===== src/rtl/npc_pkg.sv =====
package npc_pkg;

  typedef enum logic [3:0] {
    OP_SEQ   = 4'd0,
    OP_JMP   = 4'd1,
    OP_CALL  = 4'd2,
    OP_RET   = 4'd3,
    OP_RETI  = 4'd4,
    OP_BSET  = 4'd5,
    OP_BCLR  = 4'd6,
    OP_SGE   = 4'd7,
    OP_SLT   = 4'd8,
    OP_SKIP  = 4'd9
  } br_op_e;

  localparam int SR_N = 2;
  localparam int SR_V = 3;

  localparam int CYC_W = 3;

endpackage


===== src/rtl/npc_cond.sv =====
module npc_cond
  import npc_pkg::*;
(
  input  br_op_e      op,
  input  logic [2:0]  flag_sel,
  input  logic [7:0]  sreg,
  output logic        br_taken
);

  logic sel_bit;
  logic signed_lt;

  assign sel_bit   = sreg[flag_sel];
  assign signed_lt = sreg[SR_N] ^ sreg[SR_V];

  always_comb begin
    unique case (op)
      OP_BSET: br_taken = sel_bit;
      OP_BCLR: br_taken = ~sel_bit;
      OP_SGE:  br_taken = ~signed_lt;
      OP_SLT:  br_taken = signed_lt;
      default: br_taken = 1'b0;
    endcase
  end

endmodule


===== src/rtl/npc_target.sv =====
module npc_target #(
  parameter int PC_W  = 9,
  parameter int OFS_W = 12
) (
  input  logic [PC_W-1:0]  pc,
  input  logic [OFS_W-1:0] offset,
  output logic [PC_W-1:0]  rel_tgt,
  output logic [PC_W-1:0]  step [1:3]
);

  localparam int SUM_W = (PC_W > OFS_W) ? PC_W : OFS_W;

  logic [SUM_W-1:0] ofs_ext;
  logic [SUM_W-1:0] pc_ext;
  logic [SUM_W-1:0] rel_sum;

  assign ofs_ext = SUM_W'($signed(offset));
  assign pc_ext  = SUM_W'(pc);
  assign rel_sum = pc_ext + ofs_ext + SUM_W'(1);
  assign rel_tgt = rel_sum[PC_W-1:0];

  for (genvar d = 1; d <= 3; d++) begin : g_step
    assign step[d] = pc + PC_W'(d);
  end

endmodule


===== src/rtl/npc_unit.sv =====
module npc_unit
  import npc_pkg::*;
#(
  parameter int PC_W  = 9,
  parameter int OFS_W = 12
) (
  input  logic             clk,
  input  logic             rst_n,
  input  logic             valid_i,
  input  logic [3:0]       op_i,
  input  logic [PC_W-1:0]  pc_i,
  input  logic [OFS_W-1:0] offset_i,
  input  logic [2:0]       flag_sel_i,
  input  logic [7:0]       sreg_i,
  input  logic             skip_cond_i,
  input  logic             next_two_word_i,
  input  logic [PC_W-1:0]  pop_pc_i,
  output logic [PC_W-1:0]  npc_o,
  output logic [2:0]       cycles_o,
  output logic             push_req_o,
  output logic [PC_W-1:0]  push_pc_o,
  output logic             pop_req_o,
  output logic             set_ie_o
);

  br_op_e          op;
  logic            br_taken;
  logic [PC_W-1:0] rel_tgt;
  logic [PC_W-1:0] step [1:3];

  logic [PC_W-1:0]  npc_d;
  logic [CYC_W-1:0] cyc_d;
  logic             push_d, pop_d, ie_d;

  assign op = br_op_e'(op_i);

  npc_cond u_cond (
    .op       (op),
    .flag_sel (flag_sel_i),
    .sreg     (sreg_i),
    .br_taken (br_taken)
  );

  npc_target #(.PC_W(PC_W), .OFS_W(OFS_W)) u_target (
    .pc      (pc_i),
    .offset  (offset_i),
    .rel_tgt (rel_tgt),
    .step    (step)
  );

  // next-state selection
  always_comb begin
    npc_d  = step[1];
    cyc_d  = CYC_W'(1);
    push_d = 1'b0;
    pop_d  = 1'b0;
    ie_d   = 1'b0;
    case (op)
      OP_JMP: begin
        npc_d = rel_tgt;
        cyc_d = CYC_W'(2);
      end
      OP_CALL: begin
        npc_d  = rel_tgt;
        cyc_d  = CYC_W'(3);
        push_d = 1'b1;
      end
      OP_RET, OP_RETI: begin
        npc_d = pop_pc_i;
        cyc_d = CYC_W'(4);
        pop_d = 1'b1;
        ie_d  = (op == OP_RETI);
      end
      OP_BSET, OP_BCLR, OP_SGE, OP_SLT: begin
        if (br_taken) begin
          npc_d = rel_tgt;
          cyc_d = CYC_W'(2);
        end
      end
      OP_SKIP: begin
        if (skip_cond_i) begin
          npc_d = next_two_word_i ? step[3] : step[2];
          cyc_d = next_two_word_i ? CYC_W'(3) : CYC_W'(2);
        end
      end
      default: ;
    endcase
  end

  // registers: result fields load on valid_i, request pulses every cycle
  always_ff @(posedge clk or negedge rst_n) begin
    if (!rst_n) begin
      npc_o     <= '0;
      cycles_o  <= '0;
      push_pc_o <= '0;
    end else if (valid_i) begin
      npc_o     <= npc_d;
      cycles_o  <= cyc_d;
      push_pc_o <= step[1];
    end
  end

  always_ff @(posedge clk or negedge rst_n) begin
    if (!rst_n) begin
      push_req_o <= 1'b0;
      pop_req_o  <= 1'b0;
      set_ie_o   <= 1'b0;
    end else begin
      push_req_o <= valid_i & push_d;
      pop_req_o  <= valid_i & pop_d;
      set_ie_o   <= valid_i & ie_d;
    end
  end

  // assertions
  p_push_addr_r4: assert property (@(posedge clk) disable iff (!rst_n)
    push_req_o |-> (push_pc_o == $past(pc_i) + PC_W'(1)));

  p_req_excl_r5: assert property (@(posedge clk) disable iff (!rst_n)
    !(push_req_o && pop_req_o));

  p_ie_with_pop_r5: assert property (@(posedge clk) disable iff (!rst_n)
    set_ie_o |-> pop_req_o);

  p_hold_idle_r9: assert property (@(posedge clk) disable iff (!rst_n)
    !valid_i |=> ($stable(npc_o) && $stable(cycles_o) && !push_req_o && !pop_req_o && !set_ie_o));

  p_cyc_range_r8: assert property (@(posedge clk) disable iff (!rst_n)
    valid_i |=> (cycles_o >= 3'd1 && cycles_o <= 3'd4));

endmodule


===== config.mk =====
export PLATFORM = sky130hd
export DESIGN_NAME = npc_unit
export DESIGN_NICKNAME = d
export VERILOG_FILES = /design/src/rtl/npc_pkg.sv /design/src/rtl/npc_cond.sv /design/src/rtl/npc_target.sv /design/src/rtl/npc_unit.sv
export SDC_FILE = /design/constraint.sdc
export NUM_CORES = 1
export LEC_CHECK = 0
export BUFFER_PORTS_ARGS = -buffer_cell sky130_fd_sc_hd__buf_2
export CORE_MARGIN = 2
export CORE_UTILIZATION = 26
export CTS_CLUSTER_SIZE = 14
export DETAILED_ROUTE_END_ITERATION = 6
export HOLD_SLACK_MARGIN = 0.05
export PLACE_DENSITY = 0.46
export SETUP_SLACK_MARGIN = 0.1
export SKIP_CTS_REPAIR_TIMING = 1
export SLEW_MARGIN = 20
export SYNTH_ARGS = -nofsm -noshare
export SYNTH_HDL_FRONTEND = slang
export SYNTH_SLANG_ARGS = --single-unit

===== constraint.sdc =====
create_clock -name clk -period 1.1 [get_ports clk]
set_input_delay 0.11 -clock clk [delete_from_list [all_inputs] [get_ports clk]]
set_output_delay 0.11 -clock clk [all_outputs]
set_load 0.005 [all_outputs]

After elaboration in Yosys (flattened, before gate mapping). Index checks and enable logic that the tools add are counted.

Multiplexer cells: 14. Add/sub/neg operators: 5. Reduce and logical (&&, ||, !) cells: 3. Order comparisons: 1. Bitwise operators: 6. Eq/ne operators: 9.

Operators with widths (count): case mux 9 bit (4 select lines) (1); 2-to-1 mux 9 bit (3); adder 9 x 1 -> 9 bit, second input constant (2); adder 9 x 2 -> 9 bit, second input constant (2); == test 4 x 3 -> 1 bit, second input constant (4); case mux 3 bit (5 select lines) (1); adder 9 bit (1); == test 4 x 2 -> 1 bit, second input constant (2); == test 4 bit, second input constant (2); 2-to-1 mux 1 bit (5); == test 4 x 1 -> 1 bit, second input constant (1); less-than comparator 3 x 4 -> 1 bit, second input constant (1); 2-to-1 mux 2 bit (2); case mux 1 bit (4 select lines) (1); OR reduction 2 bit (2); OR reduction 4 bit (1); bitwise AND 1 bit (3); binary-select mux 1 bit (select 3 bit) (1); inverter 1 bit (2); XOR 1 bit (1).

Logic and storage cells: 44. Input port bits: 50. Bits in registers: 24. Output and inout port bits: 24.

Depth between registers and ports, before layout. Gate-level depths: netlist of run 1.

Depth in word-level cells: 6. Gate-level depth with buffers: 9.

By module. A second synthesis of run 1 with hierarchy kept.

Cell total of the unflattened synthesis: 248. Area total of the unflattened synthesis: 2288.4 um^2.

By module, submodules not included: npc_unit (sequential area each 600.6 um^2, instances 1, cells an instance 127, area an instance 1377.6 um^2); npc_target (sequential area each 0.0 um^2, instances 1, cells an instance 109, area an instance 783.3 um^2); npc_cond (sequential area each 0.0 um^2, instances 1, cells an instance 12, area an instance 127.6 um^2).

Least setup slack after synthesis of run 1. Ideal clock, no wire load.

Kind: input to register. Start point: in flag_sel_i[0]. End point: reg npc_o[5]. Path slack: -0.718 ns. Library setup time: 0.126 ns. Path buffers: 0. Arrival: 1.692 ns. Required time: 0.974 ns. Stages: 6. Cell sequence: mux4_2 -> mux2_4 -> nor4_4 -> nor2_2 -> a2bb2oi_1 -> a311o_1.

Cells in the longest elaborated chain, start to end: 6.

RTL lines: from (decl) (RTL line npc_unit.sv:13) `input logic [2:0] flag_sel_i,`; binary-select mux 1 bit (select 3 bit) * (RTL line npc_cond.sv:13) `assign sel_bit = sreg[flag_sel];`; 2-to-1 mux 1 bit (implied by the code) * (RTL line npc_cond.sv:13); inverter 1 bit (RTL line npc_cond.sv:19) `OP_BCLR: br_taken = ~sel_bit;`; case mux 1 bit (4 select lines) * (RTL line npc_cond.sv:17) `unique case (op)`; 2-to-1 mux 9 bit * (RTL line npc_unit.sv:75) `if (br_taken) begin`; case mux 9 bit (4 select lines) * (RTL line npc_unit.sv:58) `case (op)`; to (signal assigned) (RTL line npc_unit.sv:97) `npc_o <= npc_d;`; to (decl) (RTL line npc_unit.sv:18) `output logic [PC_W-1:0] npc_o,`.

Mark *: on every way between the ends. The rest lies on a longest branch, timed or not. The select of a mux whose other input is x is not followed. A chain may end at the register's enable or synchronous reset.

Worst setup path after layout of run 1.
Start point: in pc_i[1]. End point: reg npc_o[7].

Cells in the longest elaborated chain, start to end: 4. Elaborated cells between the ends (all ways): 9. Those cells by class: add/sub: 5; mux: 4.

RTL lines: from (decl) (RTL line npc_unit.sv:11) `input logic [PC_W-1:0] pc_i,`; adder 9 bit / adder 9 x 2 -> 9 bit (equally long branches) (RTL line npc_target.sv:19, npc_target.sv:23); adder 9 x 1 -> 9 bit / 2-to-1 mux 9 bit (equally long branches) (RTL line npc_target.sv:19, npc_unit.sv:82); 2-to-1 mux 9 bit (on tied branches) (RTL line npc_unit.sv:75, npc_unit.sv:81); case mux 9 bit (4 select lines) * (RTL line npc_unit.sv:58).

Mark *: on every way between the ends. The rest lies on a longest branch, timed or not.

==> metrics.txt, run 1 <==
global-route wire length before repair=12,500 um; Clock transition at path regs=0.08 ns; fin. max-slew vios=0; worst setup margin=-0.695 ns; crit end category=flip-flop; RSZ-0062 raised after global routing=yes; f_max=557 MHz; Reg2Reg Launch Point=npc_o[5]; CP Max Fanout=4; H-Tree Level Count=1; Synth async-reset ratio=1.00; Final #Nets=494; r2r setup slk=0.18 ns; CTS Buf Count=3; DIE AREA=9520 um^2; critical path's slowest cell=o31a_1; Static Leakage=1.84 nW; I/O pin count=74; Final Hold Viols=0; GP Congestion=0.837; Worst R2R End=npc_o[5]; syn nets=332; Syn Std Cell Area=2280 um^2; Avg Cell Area, Syn=8.47 um^2; MaxCap Viol Count=0; filler instances=854; Max Clock Skew=0 ns; Die W=97.6 um; run status=complete, but fails checks; Post-synth top flop=dfrtp_1; Initial Utilization=0.265; PortBufs=70; share of cells above drive strength 1=0.542; PwrDens=840 nW/um^2; most common cell after layout, fill and taps aside=buf_4; number of global-route vias before repair=2,489; CTS sink cnt=24; kind of critical path=in -> reg; final HPWL from detailed placement=6500 um; Finished Layout Cells=538; core area=8590 um^2; Ant. Diodes=0; Vias/cell=4.87; worst rel slew slack=0.640; CTS tree=done; final wirelength=8000 um; failing checks=negative setup slack; Least-Margin Pin Slew=0.540 ns; largest net degree at the start of global routing=30; fin crit share=1.63; crit-path cells=buf_6 -> buf_6 -> ha_4 -> nor2b_4 -> o31a_1 -> o31a_1 -> mux2i_1 -> a222oi_1 -> o221ai_1; Synth top area share=0.264; total gr overflow=0; minimum clock period=1.80 ns; antenna violations before repair=0; top cells by area, synth=dfrtp_1 (26%), ha_1 (6.6%), nor2_1 (4.9%); Reg2Reg Depth=2; most frequent cells in the layout=buf_4 (86), buf_2 (61), nor2_1 (24), dfrtp_1 (24), buf_6 (19); WP data required=1.23 ns; number of synthesized flops with an enable pin=0; Mapped Cells=269; Final Setup Violations=16; deepest clock path buffer count=2; Clk Latency, worst-skew pair=0.26 ns; Yosys top cell by area=dfrtp_1; WP data arrival=1.92 ns; DRT Pass-1 Iters=4; yosys warns=0; post-DR wirelength/cell=14.9 um; Post-DRT Antenna Nets=0; via count=2,622; slowest stage delay, CP=0.33 ns; Hold Path Stages=3; Seq cells post-synth=24; sequential element share of the synthesized area=0.264; drt drc=0; Hold Path Sink=npc_o[7]; worst vdd ir=394 uV; synthesis-to-finish area growth=73.2%; final hold slack=0.239 ns; DRT iter0 DRCs=107; Root Driver=clkbuf_8; Hold Crit Class=in -> reg; Rows=34; placed instance count=523; GRT Overall Usage=0.159; startpoint type of the worst setup path=primary input; Yosys cell types=58; die span in y=97.6 um; worst hold start=pop_pc_i[7]
[final cells by class]
cell class / instances / area (um^2) / area share
Timing Repair Buffer: 170 / 1220 / 0.310
Multi-Input combinational cell: 217 / 1870 / 0.473
Clock buffer: 4 / 55.1 / 0.0140
Sequential cell: 24 / 601 / 0.152
Inverter: 15 / 63.8 / 0.0162
Tap cell: 108 / 135 / 0.0343
[critical path: cells and delay by family]
kind                     cells  cell delay, ns
adder cells (fa/ha/maj)      1            0.20
AND/OR/NAND/NOR              1            0.12
multiplexers                 1            0.15
buffers and inverters        2            0.21
AO/OA/AOI/OAI                4            1.13
[through the flow]
stage               setup slack [ns]  TNS, ns  utilization  cell area [um^2]  total power, mW
floorplan                     -0.676    -6.27            -              2330             1.76
global placement              -0.953   -12.52        0.398              3420             2.48
detailed placement            -0.991   -12.51        0.398              3420             2.48
CTS                           -0.711    -7.12        0.405              3480             3.09
global route                  -0.745    -7.47        0.459              3950             3.54
finish                        -0.695    -6.54        0.459              3950             3.31
[synthesized netlist by cell type (all sizes together), types with 3 or more instances]
library cell	instances
inv	15
a221o	3
a31oi	3
nand4	3
clkbuf	12
xor2	12
mux2	9
o221ai	4
and2	4
ha	12
nand2	15
o31a	3
xnor2	8
nor2b	9
a221oi	5
o211ai	3
or3	4
nor3	4
nand3	4
a21oi	19
o22ai	4
nor2	31
o21a	9
a211oi	4
o21ai	9
dfrtp	24
[power by group]
| group | switching (mW) | internal [mW] | leakage, nW |
|---|---|---|---|
| clock | 0.268 | 0.319 | 0.0288 |
| sequential | 0.0675 | 0.996 | 0.287 |
| combinational | 0.778 | 0.885 | 1.52 |
| total | 1.11 | 2.20 | 1.84 |
[flip-flops by register name, summed over array words and instances (netlist names)]
signal and flops:
npc_o 9, push_req_o 1, pop_req_o 1, push_pc_o 9
set_ie_o 1, cycles_o 3
[cells by family (layout without fill, tap and decap cells)]
family                     count (synthesis)  after routing  share of synthesized area
buffers and inverters                     28            189                     0.0467
and+or+nand+nor                           87             87                      0.200
AOI/OAI and AO/OA                         84             84                      0.262
DFF                                       24             24                      0.264
xor gates and xnor gates                  20             20                     0.0769
muxes                                     13             13                     0.0764
adders and majority gates                 13             13                     0.0747
[layer usage]
metal	routed length, um	GRT usage	vias to the layer above
li1	-	-	1330
met1	3730	0.228	1208
met2	3730	0.257	68
met3	353	0.0137	16
met4	189	0.0417	0
met5	0	0	-
[how the worst max path moves through the flow]
stage | startpoint | endpoint | slack [ns] | depth (start not counted)
4_1_cts | pc_i[0] | npc_o[6] | -0.71 | 10
2_1_floorplan | flag_sel_i[0] | npc_o[7] | -0.68 | 5
6_report | pc_i[1] | npc_o[7] | -0.70 | 9
3_5_place_dp | pc_i[0] | npc_o[6] | -0.99 | 10
3_3_place_gp | pc_i[0] | npc_o[6] | -0.95 | 10
5_1_grt | pc_i[1] | npc_o[7] | -0.75 | 9
Power figures use the tool's default switching activity.
==> run 2: changes to the inputs <==
--- a/config.mk
+++ b/config.mk
@@ -12,6 +12,7 @@
 export DETAILED_ROUTE_END_ITERATION = 6
 export HOLD_SLACK_MARGIN = 0.05
 export PLACE_DENSITY = 0.46
+export RECOVER_POWER = 50
 export SETUP_SLACK_MARGIN = 0.1
 export SKIP_CTS_REPAIR_TIMING = 1
 export SLEW_MARGIN = 20
==> run 2 against run 1 <==
The run still ends with negative setup slack left. Die area did not move. Routed wire length barely moved. Total power barely moved. Clock skew did not move. Critical endpoint unchanged. First-iteration DRC count did not move.
==> metrics.txt, run 2 (synthesis results as in run 1) <==
final wirelength=8000 um (about the same); Final Power=3.31 mW (about the same); minimum clock period=1.80 ns (-0.0000130 ns); largest net degree at the start of global routing=30 (unchanged); DIE AREA=9520 um^2 (unchanged); failing checks=negative setup slack; most frequent cells in the layout=buf_4 (85), buf_2 (60), nor2_1 (24), dfrtp_1 (24), buf_6 (19); H-Tree Level Count=1 (unchanged); run status=complete, but fails checks; CTS sink cnt=24 (unchanged); GRT Overall Usage=0.159 (unchanged); CTS tree=done; Clock transition at path regs=0.08 ns (about the same); crit end category=flip-flop; die span in y=97.6 um (unchanged); Vias/cell=4.88 (about the same); drt drc=0 (unchanged); Hold Crit Class=in -> reg; RSZ-0062 raised after global routing=yes; Post-DRT Antenna Nets=0 (unchanged); kind of critical path=in -> reg; CP Max Fanout=4 (unchanged); Max Clock Skew=0 ns (unchanged); total gr overflow=0 (unchanged); Root Driver=clkbuf_8; PwrDens=840 nW/um^2 (about the same); number of global-route vias before repair=2,489 (unchanged); final HPWL from detailed placement=6500 um (unchanged); most common cell after layout, fill and taps aside=buf_4; WP data required=1.23 ns (about the same); worst rel slew slack=0.599 (-0.0408); fin. max-slew vios=0 (unchanged); biggest regs=npc_o x9, push_pc_o x9, cycles_o x3; antenna violations before repair=0 (unchanged); I/O pin count=74 (unchanged); DRT iter0 DRCs=107 (unchanged); DRT Pass-1 Iters=4 (unchanged); f_max=557 MHz (about the same); Static Leakage=1.83 nW (-0.18%); PortBufs=70 (unchanged); core area=8590 um^2 (unchanged); global-route wire length before repair=12,500 um (unchanged); Least-Margin Pin Slew=0.602 ns (+0.0612 ns); worst vdd ir=395 uV (about the same); synthesis-to-finish area growth=73.1% (about the same); startpoint type of the worst setup path=primary input; Setup TNS Final=-6.56 ns (-0.0203 ns); Rows=34 (unchanged); Clk Latency, worst-skew pair=0.26 ns (about the same); post-DR wirelength/cell=14.9 um (about the same); WP data arrival=1.92 ns (about the same); Die W=97.6 um (unchanged); fin crit share=1.63 (about the same); GP Congestion=0.837 (unchanged); Final #Nets=494 (unchanged); share of cells above drive strength 1=0.540 (-0.00233); Final Hold Viols=0 (unchanged); via count=2,623 (+0.038%); Ant. Diodes=0 (unchanged); CTS Buf Count=3 (unchanged); Final Util=0.459 (about the same); Initial Utilization=0.265 (unchanged); deepest clock path buffer count=2 (unchanged); MaxCap Viol Count=0 (unchanged); Final Setup Violations=16 (unchanged); worst setup margin=-0.695 ns (+0.0000130 ns)
## run 2: per-layer routing
layer | global-route usage | part of all wire | routed length [um]
met2 | 0.257 | 0.47 | 3740
met3 | 0.0137 | 0.044 | 353
met1 | 0.228 | 0.46 | 3720
met5 | 0 | 0 | 0
met4 | 0.0417 | 0.024 | 189
## run 2: power breakdown
| part | total, mW | switching [mW] | internal [mW] |
|---|---|---|---|
| registers | 1.06 | 0.0676 | 0.996 |
| clock network | 0.587 | 0.268 | 0.319 |
| logic | 1.66 | 0.777 | 0.883 |
## run 2: critical path, stage by stage
cell and delay [ns]:
buf_6 0.09, buf_6 0.12, ha_4 0.20, nor2b_4 0.12, o31a_1 0.30, o31a_1 0.33
mux2i_1 0.15, a222oi_1 0.33, o221ai_1 0.17
## run 2: final timing paths
kind                       slack, ns  cells past startpoint           end         start
max                            -0.70                      9      npc_o[7]       pc_i[1]
min                             0.23                      4      npc_o[0]   pop_pc_i[0]
max reg2reg                     0.18                      2      npc_o[5]      npc_o[5]
min reg2reg                     0.51                      1  push_pc_o[4]  push_pc_o[4]
max in group asynchronous       0.33                      2    push_req_o         rst_n
min in group asynchronous       0.38                      2      npc_o[0]         rst_n
## run 2: final cells by class
cell class | instances | area, um^2
fillers | 854 | 4650
multi-input cells | 217 | 1870
repair buffers | 170 | 1220
flip-flops and latches | 24 | 601
well taps | 108 | 135
inverters | 15 | 63.8
clock buffers | 4 | 55.1
## run 2: metrics by stage
step	std cells	instance area (um^2)	setup slack [ns]	hold slack (ns)
after floorplan	269	2330	-0.676	-0.186
after global placement	523	3420	-0.953	0.127
after detailed placement	523	3420	-0.991	0.132
after CTS	527	3480	-0.711	-0.162
after global routing	538	3940	-0.745	0.252
final	538	3940	-0.695	0.232
==> run 3: changes to the inputs <==
--- a/config.mk
+++ b/config.mk
@@ -5,6 +5,7 @@
 export SDC_FILE = /design/constraint.sdc
 export NUM_CORES = 1
 export LEC_CHECK = 0
+export ABC_AREA = 1
 export BUFFER_PORTS_ARGS = -buffer_cell sky130_fd_sc_hd__buf_2
 export CORE_MARGIN = 2
 export CORE_UTILIZATION = 26
==> run 3 against run 2 <==
Utilization is 1.9 points lower. Total power is 6.6% lower. Combinational power is 13% lower. First-iteration DRC count is 31% lower. Non-clock buffer count is 44 lower. Final cell count is 5.9% higher. Worst hold slack worse by 0.051 ns. Clock-buffer cell count stayed put. Routed wire length is 15% lower. Critical path depth is 2 higher. The flow still finishes with violations (negative setup slack). Clock skew stayed put.
==> metrics.txt, run 3 <==
deepest clock path buffer count=2 (unchanged); Yosys cell types=31 (-47%); DP Worst Slack=-0.646 ns (+0.345 ns); Max Clock Skew=0 ns (unchanged); area post-placement=3130 um^2 (-8.4%); crit end category=flip-flop; yosys warns=0 (unchanged); I/O pin count=74 (unchanged); post-DR wirelength/cell=11.9 um (-20%); Clock transition at path regs=0.09 ns (about the same); Avg Cell Area, Syn=6.42 um^2 (-24%); syn nets=402 (+21%); die span in y=95.5 um (-2.2%); Synth async-reset ratio=1.00 (unchanged); Vias/cell=4.31 (-12%); worst hold start=pop_pc_i[7]; sw frac=0.354 (+0.0177); worst vdd ir=422 uV (+7.1%); DRT iter0 DRCs=74 (-31%); Rows=33 (-2.9%); sequential fraction of design power=0.340 (+0.019); placed instance count=558 (+6.7%); kind of critical path=in -> reg; Int Pwr=2.00 mW (-9.1%); Clk Latency, worst-skew pair=0.26 ns (about the same); Final Hold Viols=0 (unchanged); failing checks=negative setup slack; final wirelength=6770 um (-15%); Design Area, Final=3600 um^2 (-8.8%); sequential element share of the synthesized area=0.276 (+0.0123); number of synthesized flops with an enable pin=0 (unchanged); Worst R2R End=cycles_o[0]; sw power=1.09 mW (-1.6%); Least-Margin Pin Slew=0.551 ns (-0.0503 ns); f_max=709 MHz (+27%); GP Congestion=0.833 (-0.54%); Root Driver=clkbuf_8; Initial Utilization=0.266 (+0.00115); Seq cells post-synth=24 (unchanged); PwrDens=860 nW/um^2 (+2.4%); GRT Overall Usage=0.149 (-0.0104); CTS sink cnt=24 (unchanged); top cells by area, synth=dfrtp_1 (28%), nand2_1 (21%), inv_1 (7.8%); core area=8180 um^2 (-4.9%); count leader, synth=nand2_1; minimum clock period=1.41 ns (-0.385 ns); Reg2Reg Depth=2 (unchanged); Post-synth top cells=nand2_1 (122), inv_1 (45), nor2_1 (25), dfrtp_1 (24), nand3_1 (24); WP data arrival=1.57 ns (-0.35 ns); Syn Std Cell Area=2180 um^2 (-4.5%); PortBufs=70 (unchanged); Mapped Cells=339 (+26%); fin. max-slew vios=0 (unchanged); most frequent cells in the layout=nand2_1 (107), buf_2 (63), buf_4 (50), inv_1 (37), dfrtp_1 (24); Synth top area share=0.276 (+0.0123); Reg2Reg Launch Point=cycles_o[0]; DRT Pass-1 Iters=4 (unchanged); Hold Path Stages=5 (+1); CTS tree=done; H-Tree Level Count=1 (unchanged); number of global-route vias before repair=2,315 (-7.0%); run status=complete, but fails checks; biggest regs=npc_o x9, push_pc_o x9, cycles_o x3; RSZ-0062 raised after global routing=yes; CTS Buf Count=3 (unchanged); Final #Nets=529 (+7.1%); Setup TNS Final=-2.35 ns (+4.21 ns); worst rel slew slack=0.632 (+0.0335); Yosys top cell by area=dfrtp_1; global-route wire length before repair=10,800 um (-13%); CP Max Fanout=7 (+3); Hold Path Sink=npc_o[7]; r2r setup slk=0.40 ns (+0.22 ns); startpoint type of the worst setup path=primary input; Clk network pwr share=0.194 (+0.017); DIE AREA=9120 um^2 (-4.3%); fin crit share=1.28 (-0.350); share of cells above drive strength 1=0.443 (-0.0965); Hold Crit Class=in -> reg; Ant. Diodes=0 (unchanged); worst setup margin=-0.310 ns (+0.385 ns); Final Setup Violations=11 (-5); largest net degree at the start of global routing=25 (-17%); synthesis-to-finish area growth=65.3%; WP data required=1.26 ns (+0.03 ns); final HPWL from detailed placement=5670 um (-13%); Static Leakage=1.92 nW (+4.4%); antenna violations before repair=0 (unchanged); MaxCap Viol Count=0 (unchanged); combinational share of power=0.466 (-0.036); Post-synth top flop=dfrtp_1; via count=2,458 (-6.3%); drt drc=0 (unchanged); Finished Layout Cells=570 (+5.9%); Die W=95.5 um (-2.2%); total gr overflow=0 (unchanged); Post-DRT Antenna Nets=0 (unchanged); most common cell after layout, fill and taps aside=nand2_1
[run 3: cell types whose count changed after synthesis, moves of 5 or more]
| cell | change |
|---|---|
| nor2_1 | -5 |
| clkbuf_1 | -9 |
| o21a_1 | -9 |
| nor2b_1 | -9 |
| nand3_1 | +20 |
| a21oi_1 | -8 |
| mux2_2 | -7 |
| a221oi_1 | -5 |
| o21ai_0 | +12 |
| inv_1 | +31 |
| nand2_1 | +107 |
[run 3: final cells by class]
class                           count  area [um^2]
Clock buffer                        4         55.1
Fill cell                         869         4580
Inverter                           49          214
Multi-Input combinational cell    262         1740
Sequential cell                    24          601
Tap cell                          105          131
Timing Repair Buffer              126          858
[run 3: kinds of logic (layout without fill, tap and decap cells)]
family          Yosys count  in the layout  synth area share
simple gates            191            191             0.384
buf+inv                  53            179            0.0914
compound gates           41             41             0.102
flops                    24             24             0.276
xor+xnor                 17             17            0.0684
fa+ha+maj                13             13            0.0782
[run 3: power by group through the flow]
| stage | logic [mW] | clock network, mW | registers, mW |
|---|---|---|---|
| after global placement | 1.23 | 0 | 1.07 |
| after CTS | 1.24 | 0.615 | 1.05 |
| after detailed placement | 1.23 | 0 | 1.07 |
| after floorplan | 0.629 | 0 | 1.08 |
| final | 1.44 | 0.600 | 1.05 |
| after global routing | 1.61 | 0.653 | 1.07 |
[run 3: worst max path at each step]
stage | start | endpoint | slack (ns) | cells past startpoint
final | op_i[0] | npc_o[1] | -0.31 | 11
after global routing | op_i[0] | npc_o[1] | -0.41 | 11
after CTS | pc_i[1] | npc_o[5] | -0.36 | 12
after detailed placement | pc_i[1] | npc_o[5] | -0.65 | 12
after global placement | pc_i[0] | npc_o[6] | -0.66 | 11
after floorplan | pc_i[0] | npc_o[8] | -0.31 | 12
[run 3: through the flow]
stage | hold slack, ns | total power, mW | utilization
after global routing | 0.202 | 3.33 | 0.440
after CTS | -0.157 | 2.91 | 0.390
after detailed placement | 0.134 | 2.30 | 0.383
final | 0.181 | 3.09 | 0.440
after global placement | 0.124 | 2.30 | 0.383
after floorplan | -0.186 | 1.71 | -
[run 3: worst max-delay path, cell delays in order]
cell and delay, ns:
clkbuf_1 0.13, nor2_1 0.33, nand2_2 0.10, nand2_1 0.13, inv_1 0.10, nand4_4 0.17
inv_2 0.06, nor3b_2 0.21, nand3_2 0.11, nand2_1 0.08, nand2_1 0.04
[run 3: layer usage]
| metal | up-vias | share of wire | routed length, um | global-route usage |
|---|---|---|---|---|
| li1 | 1321 | - | - | - |
| met1 | 1091 | 0.50 | 3400 | 0.214 |
| met2 | 40 | 0.46 | 3120 | 0.241 |
| met3 | 6 | 0.025 | 170 | 0.00870 |
| met4 | 0 | 0.011 | 75 | 0.0405 |
| met5 | - | 0 | 0 | 0 |
